==> src/rtl/tiny8_pkg.sv <==
`timescale 1ns/1ps
package tiny8_pkg;
  localparam int unsigned NREG  = 32;
  localparam int unsigned DW    = 8;
  localparam int unsigned RAW   = $clog2(NREG);
  localparam int unsigned IW    = 16;
  localparam int unsigned OFF_W = 12;
  localparam int unsigned PC_W  = 16;

  typedef enum logic [2:0] {
    OP_NOP, OP_MOV, OP_SWAP, OP_FSET, OP_FCLR, OP_LDI, OP_JMP, OP_ILL
  } op_e;

  typedef struct packed {
    op_e              op;
    logic [RAW-1:0]   rd;
    logic [RAW-1:0]   rs;
    logic [2:0]       fidx;
    logic [DW-1:0]    imm;
    logic [OFF_W-1:0] off;
  } dec_t;
endpackage

==> src/rtl/tiny8_decode.sv <==
`timescale 1ns/1ps
module tiny8_decode
  import tiny8_pkg::*;
(
  input  logic [IW-1:0] word_i,
  output dec_t          dec_o
);
  always_comb begin
    dec_o      = '0;
    dec_o.op   = OP_ILL;
    dec_o.rd   = word_i[8:4];
    dec_o.rs   = {word_i[9], word_i[3:0]};
    dec_o.fidx = word_i[6:4];
    dec_o.imm  = {word_i[11:8], word_i[3:0]};
    dec_o.off  = word_i[11:0];
    unique case (word_i[15:12])
      4'h0: if (word_i == 16'h0000) dec_o.op = OP_NOP;
      4'h2: if ((word_i & 16'hFC00) == 16'h2C00) dec_o.op = OP_MOV;
      4'h9: begin
        if ((word_i & 16'hFE0F) == 16'h9402) begin
          dec_o.op = OP_SWAP;
          dec_o.rs = word_i[8:4];   // swap reads its own destination
        end else if ((word_i & 16'hFF8F) == 16'h9408) begin
          dec_o.op = OP_FSET;
        end else if ((word_i & 16'hFF8F) == 16'h9488) begin
          dec_o.op = OP_FCLR;
        end
      end
      4'hC: dec_o.op = OP_JMP;
      4'hE: begin
        dec_o.op = OP_LDI;
        dec_o.rd = {1'b1, word_i[7:4]};
      end
      default: dec_o.op = OP_ILL;
    endcase
  end
endmodule

==> src/rtl/tiny8_regfile.sv <==
`timescale 1ns/1ps
module tiny8_regfile #(
  parameter int unsigned NREG = 32,
  parameter int unsigned DW   = 8,
  localparam int unsigned AW  = $clog2(NREG)
) (
  input  logic          clk_i,
  input  logic          rst_ni,
  input  logic          we_i,
  input  logic [AW-1:0] waddr_i,
  input  logic [DW-1:0] wdata_i,
  input  logic [AW-1:0] raddr_i,
  output logic [DW-1:0] rdata_o,
  input  logic [AW-1:0] dbg_addr_i,
  output logic [DW-1:0] dbg_data_o
);
  logic [NREG-1:0][DW-1:0] regs_w;

  for (genvar g = 0; g < NREG; g++) begin : g_reg
    logic [DW-1:0] r_q;
    always_ff @(posedge clk_i or negedge rst_ni) begin
      if (!rst_ni)                             r_q <= '0;
      else if (we_i && waddr_i == AW'(g))      r_q <= wdata_i;
    end
    assign regs_w[g] = r_q;
  end

  assign rdata_o    = regs_w[raddr_i];
  assign dbg_data_o = regs_w[dbg_addr_i];

  AST_WRITE_LANDS: assert property (@(posedge clk_i) disable iff (!rst_ni)
    we_i |=> regs_w[$past(waddr_i)] == $past(wdata_i));
endmodule

==> src/rtl/tiny8_status.sv <==
`timescale 1ns/1ps
module tiny8_status #(
  parameter int unsigned SW  = 8,
  localparam int unsigned IXW = $clog2(SW)
) (
  input  logic           clk_i,
  input  logic           rst_ni,
  input  logic           set_i,
  input  logic           clr_i,
  input  logic [IXW-1:0] idx_i,
  output logic [SW-1:0]  st_o
);
  logic [SW-1:0] st_q;

  for (genvar b = 0; b < SW; b++) begin : g_bit
    always_ff @(posedge clk_i or negedge rst_ni) begin
      if (!rst_ni) st_q[b] <= 1'b0;
      else if (idx_i == IXW'(b)) begin
        if (set_i)      st_q[b] <= 1'b1;
        else if (clr_i) st_q[b] <= 1'b0;
      end
    end
  end

  assign st_o = st_q;

  AST_ONE_FLAG: assert property (@(posedge clk_i) disable iff (!rst_ni)
    $countones(st_q ^ $past(st_q)) <= 1);
  AST_SET_HITS: assert property (@(posedge clk_i) disable iff (!rst_ni)
    set_i |=> st_q[$past(idx_i)]);
endmodule

==> src/rtl/tiny8_core.sv <==
`timescale 1ns/1ps
module tiny8_core
  import tiny8_pkg::*;
#(
  parameter int unsigned IMEM_AW = 8
) (
  input  logic               clk_i,
  input  logic               rst_ni,
  output logic [IMEM_AW-1:0] imem_addr_o,
  input  logic [IW-1:0]      imem_rdata_i,
  input  logic [RAW-1:0]     dbg_sel_i,
  output logic [DW-1:0]      dbg_reg_o,
  output logic [DW-1:0]      status_o,
  output logic               retire_o,
  output logic               illegal_o
);
  dec_t               dec;
  logic [IMEM_AW-1:0] pc_q, tgt_q, pc_inc, tgt;
  logic               jmp_q, retire_q, illegal_q, exec;
  logic               rf_we;
  logic [DW-1:0]      rf_wdata, rs_data;

  tiny8_decode u_dec (.word_i(imem_rdata_i), .dec_o(dec));

  assign exec   = !jmp_q;
  assign pc_inc = pc_q + 1'b1;
  // sign-extend the 12-bit word offset and wrap to memory size
  assign tgt    = pc_inc + IMEM_AW'({{(PC_W-OFF_W){dec.off[OFF_W-1]}}, dec.off});

  assign rf_we = exec && (dec.op inside {OP_MOV, OP_SWAP, OP_LDI});
  always_comb begin
    unique case (dec.op)
      OP_SWAP: rf_wdata = {rs_data[3:0], rs_data[7:4]};
      OP_LDI:  rf_wdata = dec.imm;
      default: rf_wdata = rs_data;
    endcase
  end

  tiny8_regfile #(.NREG(NREG), .DW(DW)) u_rf (
    .clk_i, .rst_ni,
    .we_i(rf_we), .waddr_i(dec.rd), .wdata_i(rf_wdata),
    .raddr_i(dec.rs), .rdata_o(rs_data),
    .dbg_addr_i(dbg_sel_i), .dbg_data_o(dbg_reg_o)
  );

  tiny8_status #(.SW(DW)) u_st (
    .clk_i, .rst_ni,
    .set_i(exec && dec.op == OP_FSET),
    .clr_i(exec && dec.op == OP_FCLR),
    .idx_i(dec.fidx),
    .st_o(status_o)
  );

  always_ff @(posedge clk_i or negedge rst_ni) begin
    if (!rst_ni) begin
      pc_q      <= '0;
      tgt_q     <= '0;
      jmp_q     <= 1'b0;
      retire_q  <= 1'b0;
      illegal_q <= 1'b0;
    end else begin
      retire_q  <= 1'b0;
      illegal_q <= 1'b0;
      if (jmp_q) begin
        pc_q     <= tgt_q;
        jmp_q    <= 1'b0;
        retire_q <= 1'b1;
      end else if (dec.op == OP_JMP) begin
        jmp_q <= 1'b1;
        tgt_q <= tgt;
      end else begin
        pc_q      <= pc_inc;
        retire_q  <= 1'b1;
        illegal_q <= (dec.op == OP_ILL);
      end
    end
  end

  assign imem_addr_o = pc_q;
  assign retire_o    = retire_q;
  assign illegal_o   = illegal_q;

  AST_JMP_STALL: assert property (@(posedge clk_i) disable iff (!rst_ni)
    (exec && dec.op == OP_JMP) |=> (jmp_q && !retire_o));
  AST_JMP_RESUME: assert property (@(posedge clk_i) disable iff (!rst_ni)
    jmp_q |=> (!jmp_q && retire_o));
  AST_PC_SEQ: assert property (@(posedge clk_i) disable iff (!rst_ni)
    (exec && dec.op != OP_JMP) |=> imem_addr_o == IMEM_AW'($past(imem_addr_o) + 1'b1));
  AST_ILL_QUIET: assert property (@(posedge clk_i) disable iff (!rst_ni)
    (exec && dec.op == OP_ILL) |=> ($stable(status_o) && illegal_o));
  AST_ILL_RETIRES: assert property (@(posedge clk_i) disable iff (!rst_ni)
    illegal_o |-> retire_o);
endmodule

==> config.mk <==
export PLATFORM = sky130hd
export DESIGN_NAME = tiny8_core
export DESIGN_NICKNAME = d
export VERILOG_FILES = /design/src/rtl/tiny8_pkg.sv /design/src/rtl/tiny8_decode.sv /design/src/rtl/tiny8_regfile.sv /design/src/rtl/tiny8_status.sv /design/src/rtl/tiny8_core.sv
export SDC_FILE = /design/constraint.sdc
export NUM_CORES = 1
export LEC_CHECK = 0
export ABC_AREA = 1
export BUFFER_PORTS_ARGS = -buffer_cell sky130_fd_sc_hd__buf_2
export CORE_MARGIN = 5
export CORE_UTILIZATION = 70
export CTS_BUF_LIST = sky130_fd_sc_hd__clkbuf_2 sky130_fd_sc_hd__clkbuf_4 sky130_fd_sc_hd__clkbuf_8
export CTS_CLUSTER_DIAMETER = 150
export DETAILED_ROUTE_END_ITERATION = 10
export PLACE_DENSITY = 0.89
export SYNTH_ARGS = -nofsm -noshare
export SYNTH_HDL_FRONTEND = slang
export SYNTH_HIERARCHICAL = 1
export SYNTH_SLANG_ARGS = --single-unit
export TNS_END_PERCENT = 20
==> constraint.sdc <==
create_clock -name clk_i -period 3.7 [get_ports clk_i]
set_clock_uncertainty 0.05 [all_clocks]
set_input_delay 0.74 -clock clk_i [delete_from_list [all_inputs] [get_ports clk_i]]
set_output_delay 0.74 -clock clk_i [all_outputs]
set_load 0.01 [all_outputs]
; ---- Word level (Yosys, flattened, before mapping)
; Cells that the tools add are included.
[word_totals]
ff_bits = 283
out_inout_bits = 26
[classes]
reduce_logical = 51
eq_ne = 54
mux = 24
n_bitwise = 1
addsub = 2
order_cmp = 2
[ops]
columns = operator, count
row1 = $bmux W8 S5, 2
row2 = $eq A5 B5 Y1 const B, 16
row3 = $eq A5 B4 Y1 const B, 8
row4 = $logic_and A1 B1 Y1, 35
row5 = $mux W8, 4
row6 = $eq A13 B13 Y1 const B, 2
row7 = $eq A3 B3 Y1 const B, 8
row8 = $eq A5 B3 Y1 const B, 4
row9 = $reduce_and A2 Y1, 9
row10 = $logic_not A16 Y1, 1
row11 = $pmux W8 S2, 1
row12 = $mux W5, 3
row13 = $pmux W3 S5, 1
row14 = $eq A3 B2 Y1 const B, 4
row15 = $eq A4 B4 Y1 const B, 3
row16 = $lt A5 B6 Y1 const B, 2
row17 = $mux W3, 4
row18 = $eq A11 B11 Y1 const B, 1
row19 = $eq A5 B2 Y1 const B, 2
row20 = $add A8 B1 Y8 const B, 1
row21 = $add A8 B8 Y8, 1
row22 = $mux W1, 8
row23 = $eq A3 B1 Y1 const B, 2
row24 = $eq A6 B4 Y1 const B, 1
row25 = 11 further kinds, 11

; ---- Logic depth before layout (Yosys ltp)
[depth]
ltp_word = 9
ltp_mapped = 22
depth_no_buf = 19

; ---- Modules after synthesis
; The synthesis kept the hierarchy.
[by_module_without_submodules]
columns = module, area_each_um2, instances, cells_per_inst
row1 = tiny8_regfile, 14443.9, 1, 2115
row2 = tiny8_core, 1472.7, 1, 203
row3 = tiny8_decode, 540.5, 1, 99
row4 = tiny8_status, 429.2, 1, 56

; ---- Least setup slack after synthesis
; OpenSTA, ideal clock, no wires.
[synth_timing]
path_type = input-to-reg
from = input port imem_rdata_i[13]
to = register u_rf.g_reg[11].r_q[5]
path_stages = 16
path_slack_ps = 672
arrival_ps = 2845
n_path_buf = 2
path_cell_list = inv_2 nand3_1 nor2_8 nand2_4 nand3_1 nand3_1 nor2_2 nand2_1 a21oi_1 inv_1 nor2_4 buf_4 nand2_1 clkbuf_1 nand2_1 o21ai_0
[synth_rtl]
columns = element, line
row1 = from (decl), tiny8_core.sv:10  ; input logic [IW-1:0] imem_rdata_i,
row2 = to (signal assigned), tiny8_regfile.sv:23  ; else if (we_i && waddr_i == AW'(g)) r_q <= wdata_i;
row3 = to (decl), tiny8_regfile.sv:20  ; logic [DW-1:0] r_q;

; ---- Worst setup path after layout
[layout_timing]
from = input port dbg_sel_i[1]
to = output port dbg_reg_o[1]
[layout_between]
elab_chain_len = 2
[layout_lines]
columns = element, line
row1 = from (decl), tiny8_core.sv:11  ; input logic [RAW-1:0] dbg_sel_i,
row2 = $bmux W8 S5, tiny8_regfile.sv:29  ; assign dbg_data_o = regs_w[dbg_addr_i];
row3 = $mux W8 (implied by the code), tiny8_regfile.sv:29
row4 = to (decl), tiny8_core.sv:12  ; output logic [DW-1:0] dbg_reg_o,
; No other way between the ends. The select of a mux whose other input is x is not followed.

==> qor.yml <==
outcome:
  status: "completed"
critical_path:
  r2r-start: "jmp_q$_DFF_PN0_"
  crit_type: "in2out"
  reg2reg_slack_ns: 1.27
  cp-end-kind: "output pin"
  cp_max_fo: 27
  r2r_end: "u_rf/g_reg[29].r_q[4]$_DFFE_PN0P_"
  critical_path_arrival_ns: 2.42
  critPathLaunchType: "primary input"
  required_ns: 2.91
  rr_worst_depth: 6
clock_network:
  cts.repair.resized: 0
  numCtsBuffers: 46
  cts-root-buf: "clkbuf_8"
  clk_path_buf_depth: 3
  clk_latency_ns: 0.58
  cts.sinks: 283
  cts_setup_buffers: 0
  clkTransAtPathRegs_ns: 0.06
  ctsHoldBuffers: 0
  h-tree-depth: 2
  tritoncts: "yes"
timing:
  hold_viol_final: 0
  whs_ns: 0.150
  finalSetupViolations: 0
  tightest_slew_ns: 0.779
  finalCritPeriodShare_pct: 86.7
  setup_tns_ns: 0
  rsz0062_at_grt: "false"
  relSlewSlack_pct: 48.1
  finalCriticalPeriod_ns: 3.21
  max_freq_mhz: 312
  report.final.slew_viol_count: 0
power_and_ir_drop:
  ir_worst_vdd_uv: 591
  pwr_density_cell_nw_per_um2: 502
  p_leak_uw: 0.00860
logic_synthesis:
  synth_cells: 2469
  syn_area_um2: 16900
  yosys_warnings: 6
  syn-num-nets: 2503
  synth_area_per_cell_um2: 6.83
die:
  start_util_pct: 71.4
  die_h_um: 165
  row_count: 56
  die-area_um2: 27300
  die_w_um: 165
  core_um2: 23600
  io-pin-count: 49
route:
  wl_met1_um: 20900
  wl_met2_um: 23600
  wirelength_um: 54400
  wire_per_inst_um: 19.6
  wl_met3_um: 7280
  drc_errors: 0
  first_iter_violations: 3437
  ant_nets: 0
  highest_layer: "met4"
  dr.pass1.iters: 8
  dr_total_vias: 17500
  vias_per_cell: 6.29
final_layout:
  final_nets: 2460
  diodes: 0
  layout_commonest_cell: "nand2_1"
  drive_above_1_share_pct: 9.31
  fillers: 1798
  final_cell_mix: "1106 x nand2_1, 439 x nand3_1, 283 x dfrtp_1"
  area_growth_pct: 7.86
global_routing:
  grt_max_degree: 97
  antenna_found_initial: 0
  grt_usage_pct: 40.2
  overflow: 0
  grt_pass1_vias: 16100
  grt_pass1_wl_um: 86200
placed_design:
  place_hpwl_um: 34400
  place_congestion: 0.959
  port_buffers: 48
flow_run:
  drv_cap: 0
worst_hold_path:
  min_path_type: "in2async"
## how the worst max path moves through the flow
stage	endpoint	from	depth (start not counted)
2_1_floorplan	u_rf/g_reg[11].r_q[5]$_DFFE_PN0P_	imem_rdata_i[13]	16
3_3_place_gp	u_rf/g_reg[25].r_q[4]$_DFFE_PN0P_	imem_rdata_i[3]	21
3_5_place_dp	u_rf/g_reg[30].r_q[0]$_DFFE_PN0P_	imem_rdata_i[13]	21
4_1_cts	dbg_reg_o[1]	dbg_sel_i[1]	10
5_1_grt	u_rf/g_reg[29].r_q[1]$_DFFE_PN0P_	imem_rdata_i[6]	15
6_report	dbg_reg_o[1]	dbg_sel_i[1]	10
## worst max-delay path: stages
cell and delay [ns]:
buf_2 0.34, buf_4 0.47, nand3_1 0.13, nand3_1 0.10, nand2_1 0.08, nand2_1 0.07
nand2_1 0.15, nand2_1 0.10, nand2_1 0.08, buf_2 0.15
## layer usage
layer	global-route usage (%)	vias to the layer above
met3	8.61	257
met2	60.4	1307
li1	-	7904
met4	17.2	0
met5	0	-
met1	56.6	8026
## flip-flops by register name (all words and copies together) (netlist names)
signal,cells
u_rf/g.r_q,256
illegal_o,1
tgt_q,8
retire_o,1
jmp_q,1
u_st/st_o,8
imem_addr_o,8
## metrics by stage
step	std cells	total power [uW]	area, um^2	setup slack (ns)	utilization, %
2_1_floorplan	2469	5310	16900	0.672	-
3_5_place_dp	2697	6160	17200	0.0815	72.8
3_3_place_gp	2697	6080	17200	0.150	72.8
6_report	2780	9130	18200	0.492	77.0
5_1_grt	2780	9580	18200	0.364	77.0
4_1_cts	2780	9050	18200	0.603	77.0
## power breakdown
group / leakage [uW] / internal (uW) / switching, uW
clock network: 0.000533 / 1640 / 1280
logic: 0.00421 / 806 / 1560
registers: 0.00386 / 3500 / 354
## layout make-up
cell class / count / area (um^2) / area share (%)
clock buffer: 75 / 920 / 5.06
clock inverter: 8 / 73.8 / 0.406
sequential: 283 / 7080 / 39.0
tap: 319 / 399 / 2.20
multi-input combinational: 1933 / 8510 / 46.8
inverter: 62 / 238 / 1.31
timing repair buffer: 100 / 956 / 5.26
(Power assumes the default switching activity.)
